File: src/rtl/thermal_trip_pkg.sv
package thermal_trip_pkg;
  localparam int DW = 8;
  localparam int AW = 8;

  localparam logic [DW-1:0] CRIT_DEFAULT = 8'h64;
  localparam logic [DW-1:0] HIGH_DEFAULT = 8'h55;

  localparam logic [AW-1:0] CFG_ADDR      = 8'h20;
  localparam logic [AW-1:0] INT_STAT_ADDR = 8'h40;
  localparam logic [AW-1:0] CRIT_STAT_ADDR = 8'h41;
  localparam logic [AW-1:0] INT_MASK_ADDR = 8'h42;
  localparam logic [AW-1:0] HIGH_BASE     = 8'h30;
  localparam logic [AW-1:0] CRIT_BASE     = 8'h19;
  localparam logic [AW-1:0] CRIT_INTERNAL = 8'h1D;

  localparam int CFG_MASK_BIT = 7;

  // Critical limits: external channels are packed from 19h, the internal channel sits at 1Dh.
  function automatic logic [AW-1:0] crit_addr(input int ch, input int n_ext);
    if (ch >= n_ext) return CRIT_INTERNAL;
    return CRIT_BASE + AW'(ch);
  endfunction

  function automatic logic [AW-1:0] high_addr(input int ch);
    return HIGH_BASE + AW'(ch);
  endfunction
endpackage

File: src/rtl/ttc_limit_bank.sv
module ttc_limit_bank
  import thermal_trip_pkg::*;
#(
  parameter int NUM_CH  = 4,
  parameter int NUM_EXT = 3
) (
  input  logic                         clk,
  input  logic                         por_n,
  input  logic                         wr_en,
  input  logic [AW-1:0]                addr,
  input  logic [DW-1:0]                wdata,
  output logic [NUM_CH-1:0][DW-1:0]    crit_lim,
  output logic [NUM_CH-1:0][DW-1:0]    high_lim,
  output logic [NUM_CH-1:0]            armed
);

  for (genvar i = 0; i < NUM_CH; i++) begin : g_ch
    localparam logic [AW-1:0] CA = crit_addr(i, NUM_EXT);
    localparam logic [AW-1:0] HA = high_addr(i);

    logic crit_hit_wr;
    assign crit_hit_wr = wr_en && (addr == CA) && !armed[i];

    // Write-once limit: the lock flag doubles as the arming flag.
    always_ff @(posedge clk or negedge por_n) begin
      if (!por_n) begin
        crit_lim[i] <= CRIT_DEFAULT;
        armed[i]    <= 1'b0;
      end else if (crit_hit_wr) begin
        crit_lim[i] <= wdata;
        armed[i]    <= 1'b1;
      end
    end

    always_ff @(posedge clk or negedge por_n) begin
      if (!por_n) begin
        high_lim[i] <= HIGH_DEFAULT;
      end else if (wr_en && (addr == HA)) begin
        high_lim[i] <= wdata;
      end
    end

    a_r2_unwritten_default: assert property (@(posedge clk) disable iff (!por_n)
      !armed[i] |-> crit_lim[i] == CRIT_DEFAULT);

    a_r4_lock_holds: assert property (@(posedge clk) disable iff (!por_n)
      armed[i] |=> armed[i] && $stable(crit_lim[i]));

    a_r5_arm_from_write: assert property (@(posedge clk) disable iff (!por_n)
      $rose(armed[i]) |-> $past(wr_en && addr == CA));
  end

endmodule

File: src/rtl/ttc_compare.sv
module ttc_compare
  import thermal_trip_pkg::*;
#(
  parameter int NUM_CH = 4
) (
  input  logic [NUM_CH-1:0][DW-1:0] temp,
  input  logic [NUM_CH-1:0][DW-1:0] crit_lim,
  input  logic [NUM_CH-1:0][DW-1:0] high_lim,
  output logic [NUM_CH-1:0]         crit_hit,
  output logic [NUM_CH-1:0]         high_hit
);

  for (genvar i = 0; i < NUM_CH; i++) begin : g_cmp
    // Critical trips strictly above the limit, high trips at or above it.
    assign crit_hit[i] = $signed(temp[i]) >  $signed(crit_lim[i]);
    assign high_hit[i] = $signed(temp[i]) >= $signed(high_lim[i]);
  end

endmodule

File: src/rtl/ttc_status.sv
module ttc_status
  import thermal_trip_pkg::*;
#(
  parameter int NUM_CH = 4
) (
  input  logic              clk,
  input  logic              por_n,
  input  logic [NUM_CH-1:0] crit_hit,
  input  logic [NUM_CH-1:0] high_hit,
  input  logic [NUM_CH-1:0] armed,
  input  logic [NUM_CH-1:0] link,
  input  logic              glob_mask,
  input  logic [NUM_CH:0]   int_mask,
  input  logic              clr_int,
  input  logic              clr_crit,
  output logic [NUM_CH:0]   int_stat,
  output logic [NUM_CH-1:0] crit_stat,
  output logic              shdn_n,
  output logic              alert
);

  localparam int IW = NUM_CH + 1;

  logic [NUM_CH-1:0] crit_armed;
  logic [NUM_CH-1:0] high_linked;
  logic [IW-1:0]     int_set;
  logic [IW-1:0]     int_keep;
  logic [NUM_CH-1:0] crit_keep;
  logic              trip_any;

  assign crit_armed  = crit_hit & armed;
  assign high_linked = high_hit & link;
  assign int_set     = {|crit_armed, high_hit};
  assign int_keep    = clr_int  ? '0 : int_stat;
  assign crit_keep   = clr_crit ? '0 : crit_stat;
  assign trip_any    = (|crit_armed) | (|high_linked);

  always_ff @(posedge clk or negedge por_n) begin
    if (!por_n) begin
      int_stat  <= '0;
      crit_stat <= '0;
      shdn_n    <= 1'b1;
      alert     <= 1'b0;
    end else begin
      int_stat  <= int_keep | int_set;
      crit_stat <= crit_keep | crit_armed;
      shdn_n    <= !trip_any;
      alert     <= !glob_mask && |(int_stat & ~int_mask);
    end
  end

  a_r5_trip_pulls_low: assert property (@(posedge clk) disable iff (!por_n)
    |(crit_hit & armed) |=> !shdn_n);

  a_r11_release: assert property (@(posedge clk) disable iff (!por_n)
    !(|(crit_hit & armed)) && !(|(high_hit & link)) |=> shdn_n);

  a_r10_mask_quiet: assert property (@(posedge clk) disable iff (!por_n)
    glob_mask |=> !alert);

  for (genvar k = 0; k < NUM_CH; k++) begin : g_chk
    a_r3_unarmed_no_crit: assert property (@(posedge clk) disable iff (!por_n)
      !armed[k] |-> !crit_stat[k]);

    a_r8_crit_sticky: assert property (@(posedge clk) disable iff (!por_n)
      crit_stat[k] && !clr_crit |=> crit_stat[k]);
  end

  for (genvar k = 0; k < IW; k++) begin : g_ichk
    a_r8_int_sticky: assert property (@(posedge clk) disable iff (!por_n)
      int_stat[k] && !clr_int |=> int_stat[k]);
  end

endmodule

File: src/rtl/thermal_trip_ctrl.sv
module thermal_trip_ctrl
  import thermal_trip_pkg::*;
#(
  parameter int NUM_CH  = 4,
  parameter int NUM_EXT = 3
) (
  input  logic                 clk,
  input  logic                 por_n,
  input  logic                 bus_wr,
  input  logic                 bus_rd,
  input  logic [7:0]           bus_addr,
  input  logic [7:0]           bus_wdata,
  output logic [7:0]           bus_rdata,
  input  logic [NUM_CH*8-1:0]  temp_in,
  output logic                 shdn_n,
  output logic                 alert
);

  localparam int IW = NUM_CH + 1;

  logic [NUM_CH-1:0][DW-1:0] temp;
  logic [NUM_CH-1:0][DW-1:0] crit_lim;
  logic [NUM_CH-1:0][DW-1:0] high_lim;
  logic [NUM_CH-1:0]         armed;
  logic [NUM_CH-1:0]         crit_hit;
  logic [NUM_CH-1:0]         high_hit;
  logic [NUM_CH-1:0]         link;
  logic [NUM_EXT-1:0]        sys_link;
  logic                      glob_mask;
  logic [IW-1:0]             int_mask;
  logic [IW-1:0]             int_stat;
  logic [NUM_CH-1:0]         crit_stat;
  logic [DW-1:0]             rd_val;
  logic                      clr_int;
  logic                      clr_crit;

  assign temp = temp_in;
  assign link = {{(NUM_CH-NUM_EXT){1'b0}}, sys_link};

  ttc_limit_bank #(.NUM_CH(NUM_CH), .NUM_EXT(NUM_EXT)) u_limits (
    .clk      (clk),
    .por_n    (por_n),
    .wr_en    (bus_wr),
    .addr     (bus_addr),
    .wdata    (bus_wdata),
    .crit_lim (crit_lim),
    .high_lim (high_lim),
    .armed    (armed)
  );

  ttc_compare #(.NUM_CH(NUM_CH)) u_cmp (
    .temp     (temp),
    .crit_lim (crit_lim),
    .high_lim (high_lim),
    .crit_hit (crit_hit),
    .high_hit (high_hit)
  );

  ttc_status #(.NUM_CH(NUM_CH)) u_stat (
    .clk       (clk),
    .por_n     (por_n),
    .crit_hit  (crit_hit),
    .high_hit  (high_hit),
    .armed     (armed),
    .link      (link),
    .glob_mask (glob_mask),
    .int_mask  (int_mask),
    .clr_int   (clr_int),
    .clr_crit  (clr_crit),
    .int_stat  (int_stat),
    .crit_stat (crit_stat),
    .shdn_n    (shdn_n),
    .alert     (alert)
  );

  // Configuration and interrupt mask registers
  always_ff @(posedge clk or negedge por_n) begin
    if (!por_n) begin
      glob_mask <= 1'b0;
      sys_link  <= '0;
      int_mask  <= '0;
    end else if (bus_wr) begin
      if (bus_addr == CFG_ADDR) begin
        glob_mask <= bus_wdata[CFG_MASK_BIT];
        for (int i = 0; i < NUM_EXT; i++) sys_link[i] <= bus_wdata[i+1];
      end
      if (bus_addr == INT_MASK_ADDR) int_mask <= bus_wdata[IW-1:0];
    end
  end

  assign clr_int  = bus_rd && (bus_addr == INT_STAT_ADDR);
  assign clr_crit = bus_rd && (bus_addr == CRIT_STAT_ADDR);

  always_comb begin
    rd_val = '0;
    if (bus_addr == CFG_ADDR) begin
      rd_val[CFG_MASK_BIT] = glob_mask;
      for (int i = 0; i < NUM_EXT; i++) rd_val[i+1] = sys_link[i];
    end
    if (bus_addr == INT_STAT_ADDR)  rd_val[IW-1:0]     = int_stat;
    if (bus_addr == CRIT_STAT_ADDR) rd_val[NUM_CH-1:0] = crit_stat;
    if (bus_addr == INT_MASK_ADDR)  rd_val[IW-1:0]     = int_mask;
    for (int i = 0; i < NUM_CH; i++) begin
      if (bus_addr == crit_addr(i, NUM_EXT)) rd_val = crit_lim[i];
      if (bus_addr == high_addr(i))          rd_val = high_lim[i];
    end
  end

  always_ff @(posedge clk or negedge por_n) begin
    if (!por_n)      bus_rdata <= '0;
    else if (bus_rd) bus_rdata <= rd_val;
  end

endmodule

File: config.mk
export PLATFORM = sky130hd
export DESIGN_NAME = thermal_trip_ctrl
export DESIGN_NICKNAME = d
export VERILOG_FILES = /design/src/rtl/thermal_trip_pkg.sv /design/src/rtl/ttc_limit_bank.sv /design/src/rtl/ttc_compare.sv /design/src/rtl/ttc_status.sv /design/src/rtl/thermal_trip_ctrl.sv
export SDC_FILE = /design/constraint.sdc
export NUM_CORES = 1
export LEC_CHECK = 0
export CAP_MARGIN = 20
export CORE_MARGIN = 5
export CORE_UTILIZATION = 58
export CTS_CLUSTER_SIZE = 8
export DETAILED_ROUTE_END_ITERATION = 6
export MAX_ROUTING_LAYER = met4
export PLACE_DENSITY = 0.81
export SLEW_MARGIN = 20
export SYNTH_ARGS = -nofsm -noshare
export SYNTH_HDL_FRONTEND = slang
export SYNTH_SLANG_ARGS = --single-unit
File: constraint.sdc
create_clock -name clk -period 2.2 [get_ports clk]
set_input_delay 0.44 -clock clk [delete_from_list [all_inputs] [get_ports clk]]
set_output_delay 0.44 -clock clk [all_outputs]
set_load 0.03 [all_outputs]
==> results.txt, run 1 <==
The repair_antennas step left the layout with diodes totalling 0. Relative to the synthesized area, the layout overhead comes to 29.8%. Entering global routing, the biggest net connects 42 pins. The run gives 6190 µm² as the synthesized area. The number of buffers on the longest clock path was 2; the sequential-to-total area share from yosys stat was 0.394.

The first TritonRoute pass finished after 5 iterations. Buffers inserted during clock tree synthesis total 9. After routing the design area is 8040 µm².

Count of buffers inserted at the top-level ports: 61. The synthesized design spends more area on one cell type than any other, namely sky130_fd_sc_hd__dfrtp_1. Of all nets on the critical path, the largest fanout is 3. The run gives 0.37 ns as the clock insertion delay at the later pin of the skew report. CTS built an H-tree with a depth of 3.

The filler cells instantiated in the layout total 706. Dividing total power by cell area gives a power density of 507 nW/µm². The startpoint of the worst register-to-register path is u_limits.crit_lim[30]$_DFFE_PN1P_. The number of nets in the synthesized netlist is 731. The synthesized netlist contains 67 unique library cells.

The detailed router put a total of 7990 µm of wire on met1. Among cell families on the critical path, the largest total delay comes from simple AND/OR/NAND/NOR gates. The worst setup path is captured at a flip-flop. The max-capacitance violation count was 0. The signal on the critical path passes through inv_2, ha_4, and3_4, and3_1, nand3_2, a41oi_2, buf_4, nand4_1, a21o_1.

The root buffer cell chosen for the clock tree is sky130_fd_sc_hd__clkbuf_8. Detailed routing placed a total of 1280 µm of wire on met3. Synthesis produced a netlist whose cell count is 615. The final layout contains routed wiring with a total length of 19800 µm. The floorplan step defined a die boundary enclosing 12800 µm². The die height works out to 113 µm. In this run the horizontal extent of the chip is 113 µm. The number of hold violations in the final report is 0.

In this run, the number of DRC markers left after iteration 0 of detailed routing was 459. The critical path crosses 9 cells after its start point. Across the routed clock network, the largest skew measured is 0.0136 ns. Setup repair after global routing could not meet its margin everywhere. Routed signal wires occupy layers up through met4.

The logs give 0 for the number of pins exceeding their max-slew limit in the final report and 15600 µm for the detailed placement HPWL. The average cell area after synthesis was 10.1 µm²; the top cell type's share of synthesized area was 0.271. Dividing the detail-routed wire length by the instance count gives 21.6 µm. The slowest stage of the critical path belongs to the cell sky130_fd_sc_hd__dfstp_2.

Share of the cycle needed by the critical path after routing: 0.990. The initial cell density of the core came out at 0.597. The startpoint kind of the worst setup timing path is a flip-flop.

The wire length on met2 was 9970 µm; the post-cts hold buffer count was 0. TritonCTS built the clock tree. The tools report the launching instance or port of the critical path as u_limits.crit_lim[30]$_DFFE_PN1P_.

After detailed placement, the total cell area comes to 7680 µm². The normalized max-slew margin is 0.504, and the arrival time at the worst endpoint is 2.43 ns. The overall global routing resource usage is 0.329, and the depth of the worst register-to-register path is 9.

The number of synthesized flops with an enable pin is 0. Fraction of layout cells with a size suffix above 1: 0.333. The number of global-route vias before repair is 5786.

The non-filler instance count after layout was 916. The worst-case IR drop observed on VDD is 0.425 mV. The most used flip-flop cell after synthesis is sky130_fd_sc_hd__dfrtp_1. For the number of instances in the placed design, the log shows 898. The worst setup path is of the reg -> reg kind. The total number of clock tree sinks was 96; the register-to-register setup slack was 0.02 ns.

Hold timing on the final database bottoms out at a slack of 0.0109 ns. Derived from the worst setup path, the maximum achievable clock frequency is 0.459 GHz. The number of design rule violations left after detail routing was 0.

For the top-level port count, the log shows 62. Data on the critical path is required at its endpoint by 2.46 ns. Routability-driven placement finished with a final weighted congestion of 0.986.

The region available for standard cell placement spans 10400 µm². The minimum period implied by the final worst setup slack was 2.18 ns. The largest single stage delay on the critical path is 0.55 ns.

Setup violations remaining at the end of the flow were counted as 0. Yosys attributes the largest share of cell area to sky130_fd_sc_hd__dfrtp_1 27%, sky130_fd_sc_hd__ha_1 13%, sky130_fd_sc_hd__dfstp_2 12%, sky130_fd_sc_hd__mux2_2 11%, sky130_fd_sc_hd__inv_1 4.4%. The first-pass GRT wire length is 31500 µm, and the async set or reset register ratio after synthesis is 1.00.

The via count normalized by instance count was 6.03. The tools report the net count of the finished layout as 891. Yosys synthesis warning count: 0.

Summing over every cut layer, the via total after detailed routing is 5524. The buffering stage count on the worst path with inverters included came out at 2. The slew at the pin closest to its max-slew limit was 0.741 ns. The worst register-to-register path ends at u_stat.int_stat[4]$_DFF_PN0_. The flow ran to the end, and the final reports show no timing, DRC or antenna violations.

Destination of the critical timing path: u_stat.int_stat[4]$_DFF_PN0_. The floorplan has 37 rows. In this run, synthesis produced a sequential element count of 96.

The leakage component of the power is 0.00367 µW. For the number of antenna violations at the first check in global routing, the log shows 0. The number of nets with antenna violations after routing was 0.

The total overflow left after global routing is 0. The worst hold-check path type is in -> async. After clock tree synthesis, the clock-pin slew on the worst setup and hold paths is 0.09 ns.
## logic make-up after synthesis
kind of cell             count (synthesis)  share of synthesized area
buffers and inverters                   92                     0.0590
AND/OR/NAND/NOR                        161                      0.146
adder cells (fa/ha/maj)                 64                      0.129
AO/OA/AOI/OAI                          133                      0.148
flip-flops                              96                      0.394
multiplexers                            69                      0.124
## per-layer routing
layer / vias to the layer above / global-route usage
met3: 53 / 0.0524
met5: - / -
li1: 2544 / -
met2: 229 / 0.554
met4: 0 / 0.0938
met1: 2698 / 0.412
## what timing repair did
item	CTS	global route
setup endpoints to repair	9	39
gates resized for setup	11	22
pin swaps	6	7
setup buffers	0	2
## sequential cells by signal, indices dropped and copies added (netlist names)
name	flops
u_limits.high_lim	32
u_stat.crit_stat	4
glob_mask	1
sys_link	3
u_limits.armed	4
u_stat.int_stat	5
u_limits.crit_lim	32
int_mask	5
u_stat.alert	1
u_stat.shdn_n	1
bus_rdata	8
## layout make-up
class / count / area, µm² / area share
Sequential cell: 96 / 2440 / 0.303
Inverter: 72 / 270 / 0.0336
Timing Repair Buffer: 169 / 1440 / 0.179
Clock buffer: 9 / 124 / 0.0154
Clock inverter: 7 / 62.6 / 0.00779
Tap cell: 136 / 170 / 0.0212
Multi-Input combinational cell: 427 / 3530 / 0.440
## stage by stage
| stage | util | power, µW | setup TNS [ns] | setup WS [ns] |
|---|---|---|---|---|
| finish | 0.775 | 4070 | 0 | 0.0228 |
| detailed placement | 0.741 | 2900 | -24.18 | -0.512 |
| floorplan | - | 2440 | 0 | 0.182 |
| CTS | 0.765 | 4050 | 0 | 0.000597 |
| global placement | 0.741 | 2860 | -21.83 | -0.460 |
| global route | 0.775 | 4250 | -0.125 | -0.0669 |
## how the worst min path moves through the flow
stage,start,to,depth (start not counted)
after floorplan,por_n,bus_rdata[0]$_DFFE_PN0P_,0
after global placement,por_n,u_limits.high_lim[3]$_DFFE_PN0P_,1
after detailed placement,por_n,u_limits.high_lim[3]$_DFFE_PN0P_,1
after CTS,por_n,u_limits.high_lim[3]$_DFFE_PN0P_,1
after global routing,por_n,u_limits.high_lim[3]$_DFFE_PN0P_,1
final,por_n,u_limits.high_lim[3]$_DFFE_PN0P_,1
## cells in the final DEF (no fill, tap or decap), drive strengths merged, types with 8 or more instances in the layout
cell / n
o21ai: 31
a211oi: 8
nand2: 53
clkbuf: 9
mux2: 62
a22oi: 10
inv: 72
dfstp: 29
nand3: 25
a21o: 9
nor2b: 9
ha: 64
nand2b: 10
dfrtp: 67
clkdlybuf4s50: 56
buf: 109
a21oi: 28
nor2: 29
## report_power, final
| group | switching [µW] | total, µW | internal, µW | leakage (µW) |
|---|---|---|---|---|
| Combinational | 465 | 900 | 435 | 0.00243 |
| Clock | 631 | 1150 | 516 | 0.0000985 |
| Sequential | 110 | 2020 | 1910 | 0.00114 |
## Yosys cell counts (10+ instances only)
library cell               instances
sky130_fd_sc_hd__inv_1            72
sky130_fd_sc_hd__dfrtp_1          67
sky130_fd_sc_hd__ha_1             64
sky130_fd_sc_hd__mux2_2           62
sky130_fd_sc_hd__nand2_1          52
sky130_fd_sc_hd__o21ai_0          30
sky130_fd_sc_hd__dfstp_2          29
sky130_fd_sc_hd__a21oi_1          28
sky130_fd_sc_hd__nor2_1           25
sky130_fd_sc_hd__nand3_1          24
sky130_fd_sc_hd__nand2b_1         10
(Power assumes the default switching activity.)
==> inputs of run 2 (changes only) <==
--- a/config.mk
+++ b/config.mk
@@ -7,11 +7,11 @@
 export LEC_CHECK = 0
 export CAP_MARGIN = 20
 export CORE_MARGIN = 5
-export CORE_UTILIZATION = 58
+export CORE_UTILIZATION = 35
 export CTS_CLUSTER_SIZE = 8
 export DETAILED_ROUTE_END_ITERATION = 6
 export MAX_ROUTING_LAYER = met4
-export PLACE_DENSITY = 0.81
+export PLACE_DENSITY = 0.59
 export SLEW_MARGIN = 20
 export SYNTH_ARGS = -nofsm -noshare
 export SYNTH_HDL_FRONTEND = slang
==> constraint.sdc (replaced) <==
create_clock -name clk -period 1.8 [get_ports clk]
set_input_delay 0.36 -clock clk [delete_from_list [all_inputs] [get_ports clk]]
set_output_delay 0.36 -clock clk [all_outputs]
set_load 0.03 [all_outputs]
==> run 2 against run 1 <==
The run now ends with hold timing, setup timing left. Maximum frequency is 3.7% higher. Sequential share of layout area is 3.2 points lower. Clock power is 82% higher. Critical path depth stayed put. Via count is 2.0% higher. Critical path type unchanged. Critical endpoint unchanged.
==> results.txt, run 2 (synthesis results as in run 1) <==
The overall power consumption is 5860 µW (+44%), and the total core area is 17400 µm² (+67%). The share of the cycle needed by the critical path after routing came out at 1.17 (+0.176). The run gives 48 (+30%) as the total number of placement rows. Minimum period implied by the final worst setup slack: 2.10 ns (-0.0784 ns).

The via count normalized by instance count was 5.33 (-12%); the number of global-route vias before repair was 5760 (-0.45%). Kind of critical path: reg -> reg. The area used by multi-input combinational logic came out at 3780 µm² (+6.9%).

The tools report the smallest hold slack as -0.00952 ns (-0.0204 ns). The most common library cell in the layout ignoring fill and taps was sky130_fd_sc_hd__buf_4. For the global-route congestion overflow total, the log shows 0 (unchanged). Setup repair after global routing could not meet its margin everywhere. The via total after detailed routing was 5635 (+2.0%).

The checks that failed: hold timing, setup timing. The die height came out at 143 µm (+26%). The number of nets with antenna violations after routing came out at 0 (unchanged). The logs give 0 (unchanged) for the antenna diode instance count and 0.35 ns (-0.02 ns) for the clock insertion delay at the later pin of the skew report. The run gives 0 (unchanged) as the number of pins exceeding their max-slew limit in the final report. For the normalized max-slew margin, the log shows 0.603 (+0.0991). The number of fill cells was 1562 (+120%). The flow ran to the end, but the final reports show violations.

The logs give 3 (unchanged) for the total number of H-tree levels and 0.404 mV (-5.0%) for the peak supply drop. In the layout the commonest cells are 149 x sky130_fd_sc_hd__buf_4, 67 x sky130_fd_sc_hd__dfrtp_1, 64 x sky130_fd_sc_hd__inv_1. The number of buffers on the longest clock path was 2 (unchanged). The arrival time at the worst endpoint is 2.34 ns (-0.09 ns). The run gives 0.219 (-0.110) as the overall global routing resource usage. The clock-pin slew on the worst setup and hold paths was 0.07 ns (-0.02 ns); the count of buffers inserted at the top-level ports was 61 (unchanged). The total detailed-routing wirelength was 21500 µm (+8.6%).

The worst setup path is launched from a flip-flop. For the leakage component of the power, the log shows 0.00407 µW (+11%). The largest fanout on the critical path is 3 (unchanged), and the number of antenna violations at the first check in global routing is 0 (unchanged). For the initial DRC count, the log shows 391 (-15%). Kind of capture point of the worst setup path: a flip-flop. The post-placement setup slack was -0.786 ns (-0.274 ns); the area enclosed by the die boundary was 20500 µm² (+59%). The slew at the pin closest to its max-slew limit is 0.595 ns (-0.146 ns).

The non-filler instance count after layout was 1057 (+15%). The number of instances in the placed design was 1032 (+15%); the highest cell delay on the worst timing path was 0.54 ns (about the same). For the total setup violations reported at the end of the flow, the log shows 4 (+4).

The post-cts hold buffer count was 0 (unchanged); the clock buffer count from CTS was 9 (unchanged). The run gives 16600 µm (+6.8%) as the detailed placement HPWL. Maximum number of pins on one net before global-route repair: 97 (+130%). The logs give 1.02 (+3.6%) for the placer congestion estimate and 0 (unchanged) for the max-capacitance violation count. Compared with the post-synthesis result, the final layout area differs by 44.9%. The path class of the tightest hold or removal check is in -> async. The flip-flop and latch area was 2440 µm² (unchanged); the wire length per cell after detailed routing was 20.3 µm (-5.9%).

For the data required time at the worst endpoint, the log shows 2.04 ns (-0.42 ns). The logs give 0.476 GHz (+3.7%) for the maximum achievable frequency and 5 (unchanged) for the length of the first detailed-routing pass in iterations. The tools report the total number of clock tree sinks as 96 (unchanged). Traced cell by cell, the critical path runs through inv_2, ha_4, and3_4, and3_1, nand3_1, a41oi_2, buf_4, nand4_1, a21o_1. The top-level port count is 62 (unchanged), and the first-pass GRT wire length is 33000 µm (+4.7%).

The final clock skew is 0.00779 ns (-0.00581 ns), and the ratio of total power to cell area is 653 nW/µm² (+29%). The tools report the number of design rule violations left after detail routing as 0 (unchanged). The largest registers in the layout are u_limits.crit_lim: 32 flops, u_limits.high_lim: 32 flops, bus_rdata: 8 flops. The slowest stage of the critical path is the sky130_fd_sc_hd__dfstp_2 cell. The fraction of layout cells with a size suffix above 1 works out to 0.431 (+0.0982).

The number of hold violations in the final report is 2 (+2), and the post-layout worst setup margin is -0.299 ns (-0.322 ns). TritonCTS built the clock tree. X dimension of the die: 143 µm (+26%).

The net count of the finished layout came out at 943 (+5.8%). The run gives 0.357 (-0.240) as the initial cell density of the core. The cell sitting at the root of the clock tree is a sky130_fd_sc_hd__clkbuf_16.
-- run 2: changes by cell type in the layout (fill, tap and decap cells not counted), moves of 8 or more --
| cell | delta |
|---|---|
| sky130_fd_sc_hd__clkbuf_16 | +9 |
| sky130_fd_sc_hd__clkdlybuf4s50_1 | -13 |
| sky130_fd_sc_hd__buf_4 | +42 |
| sky130_fd_sc_hd__o21ai_1 | +8 |
| sky130_fd_sc_hd__clkbuf_8 | -8 |
| sky130_fd_sc_hd__o21ai_0 | -9 |
-- run 2: cell type report --
class	instances	area share
clock inverter	3	0.00725
inverter	72	0.0301
sequential	96	0.272
timing repair buffer	221	0.211
clock buffer	13	0.0279
tap	225	0.0314
multi-input combinational	427	0.421
-- run 2: final timing paths --
path | end | slack (ns) | cells past startpoint | start
min | u_limits.crit_lim[17]$_DFFE_PN0P_ | -0.01 | 2 | por_n
min in group clk | u_stat.shdn_n$_DFF_PN1_ | 0.46 | 1 | sys_link[0]$_DFFE_PN0P_
max in group asynchronous | u_limits.crit_lim[16]$_DFFE_PN0P_ | 1.30 | 2 | por_n
max reg2reg | u_stat.int_stat[4]$_DFF_PN0_ | -0.30 | 9 | u_limits.crit_lim[30]$_DFFE_PN1P_
min reg2reg | u_stat.shdn_n$_DFF_PN1_ | 0.46 | 1 | sys_link[0]$_DFFE_PN0P_
max | u_stat.int_stat[4]$_DFF_PN0_ | -0.30 | 9 | u_limits.crit_lim[30]$_DFFE_PN1P_
-- run 2: report_power, final --
group | internal (µW) | total, µW | switching (µW)
clock | 1260 | 2090 | 832
combinational | 654 | 1320 | 666
sequential | 2340 | 2450 | 113
-- run 2: through the flow --
step	hold WS (ns)	setup TNS [ns]	cell area, µm²	utilization
after CTS	0.0728	-0.601	8790	0.506
after floorplan	0.0644	0	6330	-
after global placement	0.438	-49.96	8310	0.479
final	-0.00952	-0.629	8970	0.517
after detailed placement	0.447	-51.33	8310	0.479
after global routing	0.105	-0.913	8970	0.517
-- run 2: timing repair --
item,in CTS,in global routing
setup buffers,6,4
resized for setup,46,56
pin swaps,19,31
setup endpoints to repair,91,48
-- run 2: worst max-delay path: cells and delay by family (launching register included) --
family | cells | cell delay (ns)
adders and majority gates | 1 | 0.27
and+or+nand+nor | 4 | 0.55
DFF | 1 | 0.54
buffers and inverters | 2 | 0.23
AOI/OAI and AO/OA | 2 | 0.40
-- run 2: metal layers --
metal / part of all wire / global-route usage / vias to the layer above
met5: 0 / - / -
met4: 0.023 / 0.0555 / 0
met3: 0.040 / 0.0271 / 37
met2: 0.48 / 0.353 / 137
met1: 0.46 / 0.294 / 2811
li1: - / - / 2650
==> inputs of run 3 (changes only) <==
--- a/config.mk
+++ b/config.mk
@@ -6,13 +6,11 @@
 export NUM_CORES = 1
 export LEC_CHECK = 0
 export CAP_MARGIN = 20
-export CORE_MARGIN = 5
 export CORE_UTILIZATION = 35
 export CTS_CLUSTER_SIZE = 8
 export DETAILED_ROUTE_END_ITERATION = 6
 export MAX_ROUTING_LAYER = met4
 export PLACE_DENSITY = 0.59
-export SLEW_MARGIN = 20
 export SYNTH_ARGS = -nofsm -noshare
 export SYNTH_HDL_FRONTEND = slang
 export SYNTH_SLANG_ARGS = --single-unit
==> run 3 against run 2 <==
The flow still finishes with violations (hold timing, setup timing). Final area up 2.3%. Global-route usage grew 2.3 points. Maximum frequency rose by 0.63%. Critical path depth fell by 1. Non-clock buffer count increased by 3. Power is 0.17% lower. Register-to-register slack hardly changed. Sequential share of layout area is 0.61 points lower. Critical path type unchanged. Largest power group unchanged.
==> results.txt, run 3 (synthesis results as in run 1) <==
The run finished, with violations left. The final reports fail on hold timing, setup timing. TritonCTS built the clock tree. The cell type of the slowest stage on the worst timing path is sky130_fd_sc_hd__dfstp_2.

The total number of H-tree levels is 3 (unchanged). Walking the worst path, the cells encountered are inv_2, ha_4, and3_4, and3_4, nand3_4, a41oi_4, nand4_1, a21o_1. Leaving out fill and tap cells, the most frequent cells in the layout are 145 x sky130_fd_sc_hd__buf_4, 67 x sky130_fd_sc_hd__dfrtp_1, 64 x sky130_fd_sc_hd__inv_1. The run gives 3940 µm² (+4.4%) as the area used by multi-input combinational logic. The normalized max-slew margin is 0.620 (+0.0169), and the ratio of total power to cell area is 638 nW/µm² (-2.4%).

The global-route congestion overflow total came out at 0 (unchanged). The run gives 0 (unchanged) as the number of design rule violations left after detail routing. Setup repair after global routing could not meet its margin everywhere. The logs give 8310 µm² (about the same) for the placed standard-cell area and -0.619 ns (+0.0108 ns) for the setup TNS after final layout. The tools report the root buffer cell as sky130_fd_sc_hd__clkbuf_16. The clock insertion delay at the later pin of the skew report is 0.35 ns (about the same), and the number of hold violations in the final report is 1 (-1). The tools report the area enclosed by the die boundary as 18200 µm² (-11%). Worst hold-check path type: in -> async. The largest registers in the layout are u_limits.crit_lim: 32 flops, u_limits.high_lim: 32 flops, bus_rdata: 8 flops. Post-route core utilization: 0.531 (+0.0137). The endpoint of the lowest-slack register-to-register path was u_stat.int_stat[4]$_DFF_PN0_.

The net count of the finished layout is 946 (+0.32%), and the top-level port count is 62 (unchanged). The fraction of layout cells with a size suffix above 1 was 0.454 (+0.0224); the clock-pin slew on the worst setup and hold paths was 0.07 ns (about the same). The logs give 0.242 (+0.0226) for the overall global routing resource usage and 4 (unchanged) for the total setup violations reported at the end of the flow.

The data required time at the worst endpoint is 2.04 ns (about the same), and the largest fanout on the critical path is 3 (unchanged). The number of buffers on the longest clock path is 2 (unchanged), and the total number of clock tree sinks is 96 (unchanged). The via count normalized by instance count is 5.18 (-2.9%). The leakage component of the power is 0.00411 µW (+1.1%), and the count of buffers inserted at the top-level ports is 61 (unchanged). The share of the cycle needed by the critical path after routing was 1.16 (-0.00725); the total detailed-routing wirelength was 20200 µm (-5.9%). The run gives 0 (unchanged) as the post-cts hold buffer count.

The worst register-to-register path begins at u_limits.crit_lim[30]$_DFFE_PN1P_. The buffering stage count on the worst path with inverters included is 1 (-1), and the smallest hold slack is -0.00312 ns (+0.00640 ns). The number of nets with antenna violations after routing came out at 0 (unchanged).

For the maximum achievable frequency, the log shows 0.479 GHz (+0.63%). The setup path with the least slack is of type reg -> reg. The number of antenna violations at the first check in global routing was 0 (unchanged); the total number of placement rows was 48 (unchanged).

The slew at the pin closest to its max-slew limit came out at 0.569 ns (-0.0254 ns). Max-capacitance violation count: 0 (unchanged). The logs give 9 (unchanged) for the clock buffer count from CTS and 16000 µm (-4.1%) for the detailed placement HPWL. The worst setup path is launched from a flip-flop. The area growth from synthesis to final layout was 48.3%.

The run gives 0.460 mV (+14%) as the peak supply drop. The die height was 135 µm (-5.6%). The tools report the antenna diode instance count as 0 (unchanged). The most numerous cell type found on the critical path is sky130_fd_sc_hd__and3_4.

The tools report the initial cell density of the core as 0.358 (+0.00124). The run gives 31800 µm (-3.6%) as the first-pass GRT wire length. Minimum period implied by the final worst setup slack: 2.09 ns (-0.0131 ns). The logs give 0.00769 ns (-0.000101 ns) for the final clock skew and 9180 µm² (+2.3%) for the finished layout cell area. The logs give 2.33 ns (about the same) for the arrival time at the worst endpoint and 395 (+1.0%) for the initial DRC count. The logs give 5768 (+0.14%) for the number of global-route vias before repair and 1553 (-0.58%) for the number of fill cells. Wire length per cell after detailed routing: 19.1 µm (-6.1%). The maximum number of pins on one net before global-route repair was 97 (unchanged).

The length of the first detailed-routing pass in iterations was 4 (-1). The library cell used most frequently in the layout, excluding fill and tap cells, is sky130_fd_sc_hd__buf_4. The tools report the flip-flop and latch area as 2440 µm² (unchanged). For the via total after detailed routing, the log shows 5489 (-2.6%). In this design, the largest share of critical-path delay is due to simple AND/OR/NAND/NOR gates. Depth of the worst register-to-register path: 8 (-1).

The tools report the post-layout worst setup margin as -0.286 ns (+0.0131 ns). The highest cell delay on the worst timing path came out at 0.54 ns (about the same). The x dimension of the die came out at 135 µm (-5.6%). The tools report the placer congestion estimate as 0.906 (-11%). The tools report the register-to-register setup slack as -0.29 ns (about the same). Kind of capture point of the worst setup path: a flip-flop. The number of pins exceeding their max-slew limit in the final report is 0 (unchanged). The total core area came out at 17300 µm² (-0.35%).
## run 3: report_power, final
group / internal (µW) / total, µW / leakage, µW / switching [µW]
combinational: 665 / 1330 / 0.00282 / 668
sequential: 2340 / 2450 / 0.00114 / 113
clock: 1260 / 2060 / 0.000154 / 810
## run 3: stage by stage
stage / instances / setup WS, ns / total power [µW]
final: 1060 / -0.286 / 5850
after global routing: 1060 / -0.341 / 6120
after CTS: 1053 / -0.318 / 5810
after detailed placement: 1031 / -0.837 / 3700
after global placement: 1031 / -0.799 / 3650
after floorplan: 615 / 0.000688 / 3020
## run 3: cell type report
class	count	area share
Sequential cell	96	0.266
Tap cell	225	0.0307
Clock inverter	3	0.00709
Multi-Input combinational cell	427	0.429
Clock buffer	13	0.0273
Inverter	72	0.0294
Timing Repair Buffer	224	0.211
## run 3: layer usage
layer / part of all wire / vias up / global-route usage
met3: 0.033 / 21 / 0.0274
li1: - / 2653 / -
met2: 0.46 / 97 / 0.377
met4: 0.023 / 0 / 0.0811
met1: 0.48 / 2718 / 0.326
met5: 0 / - / -
## run 3: worst max-delay path by stage
stage | from | to | slack, ns | cells after the start
after detailed placement | bus_addr[7] | bus_rdata[2]$_DFFE_PN0P_ | -0.84 | 8
after global routing | u_limits.crit_lim[29]$_DFFE_PN1P_ | u_stat.int_stat[4]$_DFF_PN0_ | -0.34 | 8
after floorplan | u_limits.crit_lim[30]$_DFFE_PN1P_ | u_stat.int_stat[4]$_DFF_PN0_ | 0.0007 | 8
after global placement | bus_addr[7] | bus_rdata[1]$_DFFE_PN0P_ | -0.80 | 8
after CTS | u_limits.crit_lim[29]$_DFFE_PN1P_ | u_stat.int_stat[4]$_DFF_PN0_ | -0.32 | 8
final | u_limits.crit_lim[30]$_DFFE_PN1P_ | u_stat.int_stat[4]$_DFF_PN0_ | -0.29 | 8
## run 3: what timing repair did
item,in CTS,in global routing
resized for setup,54,77
setup buffers,6,8
endpoints found under the setup margin,80,53
pin swaps,34,49
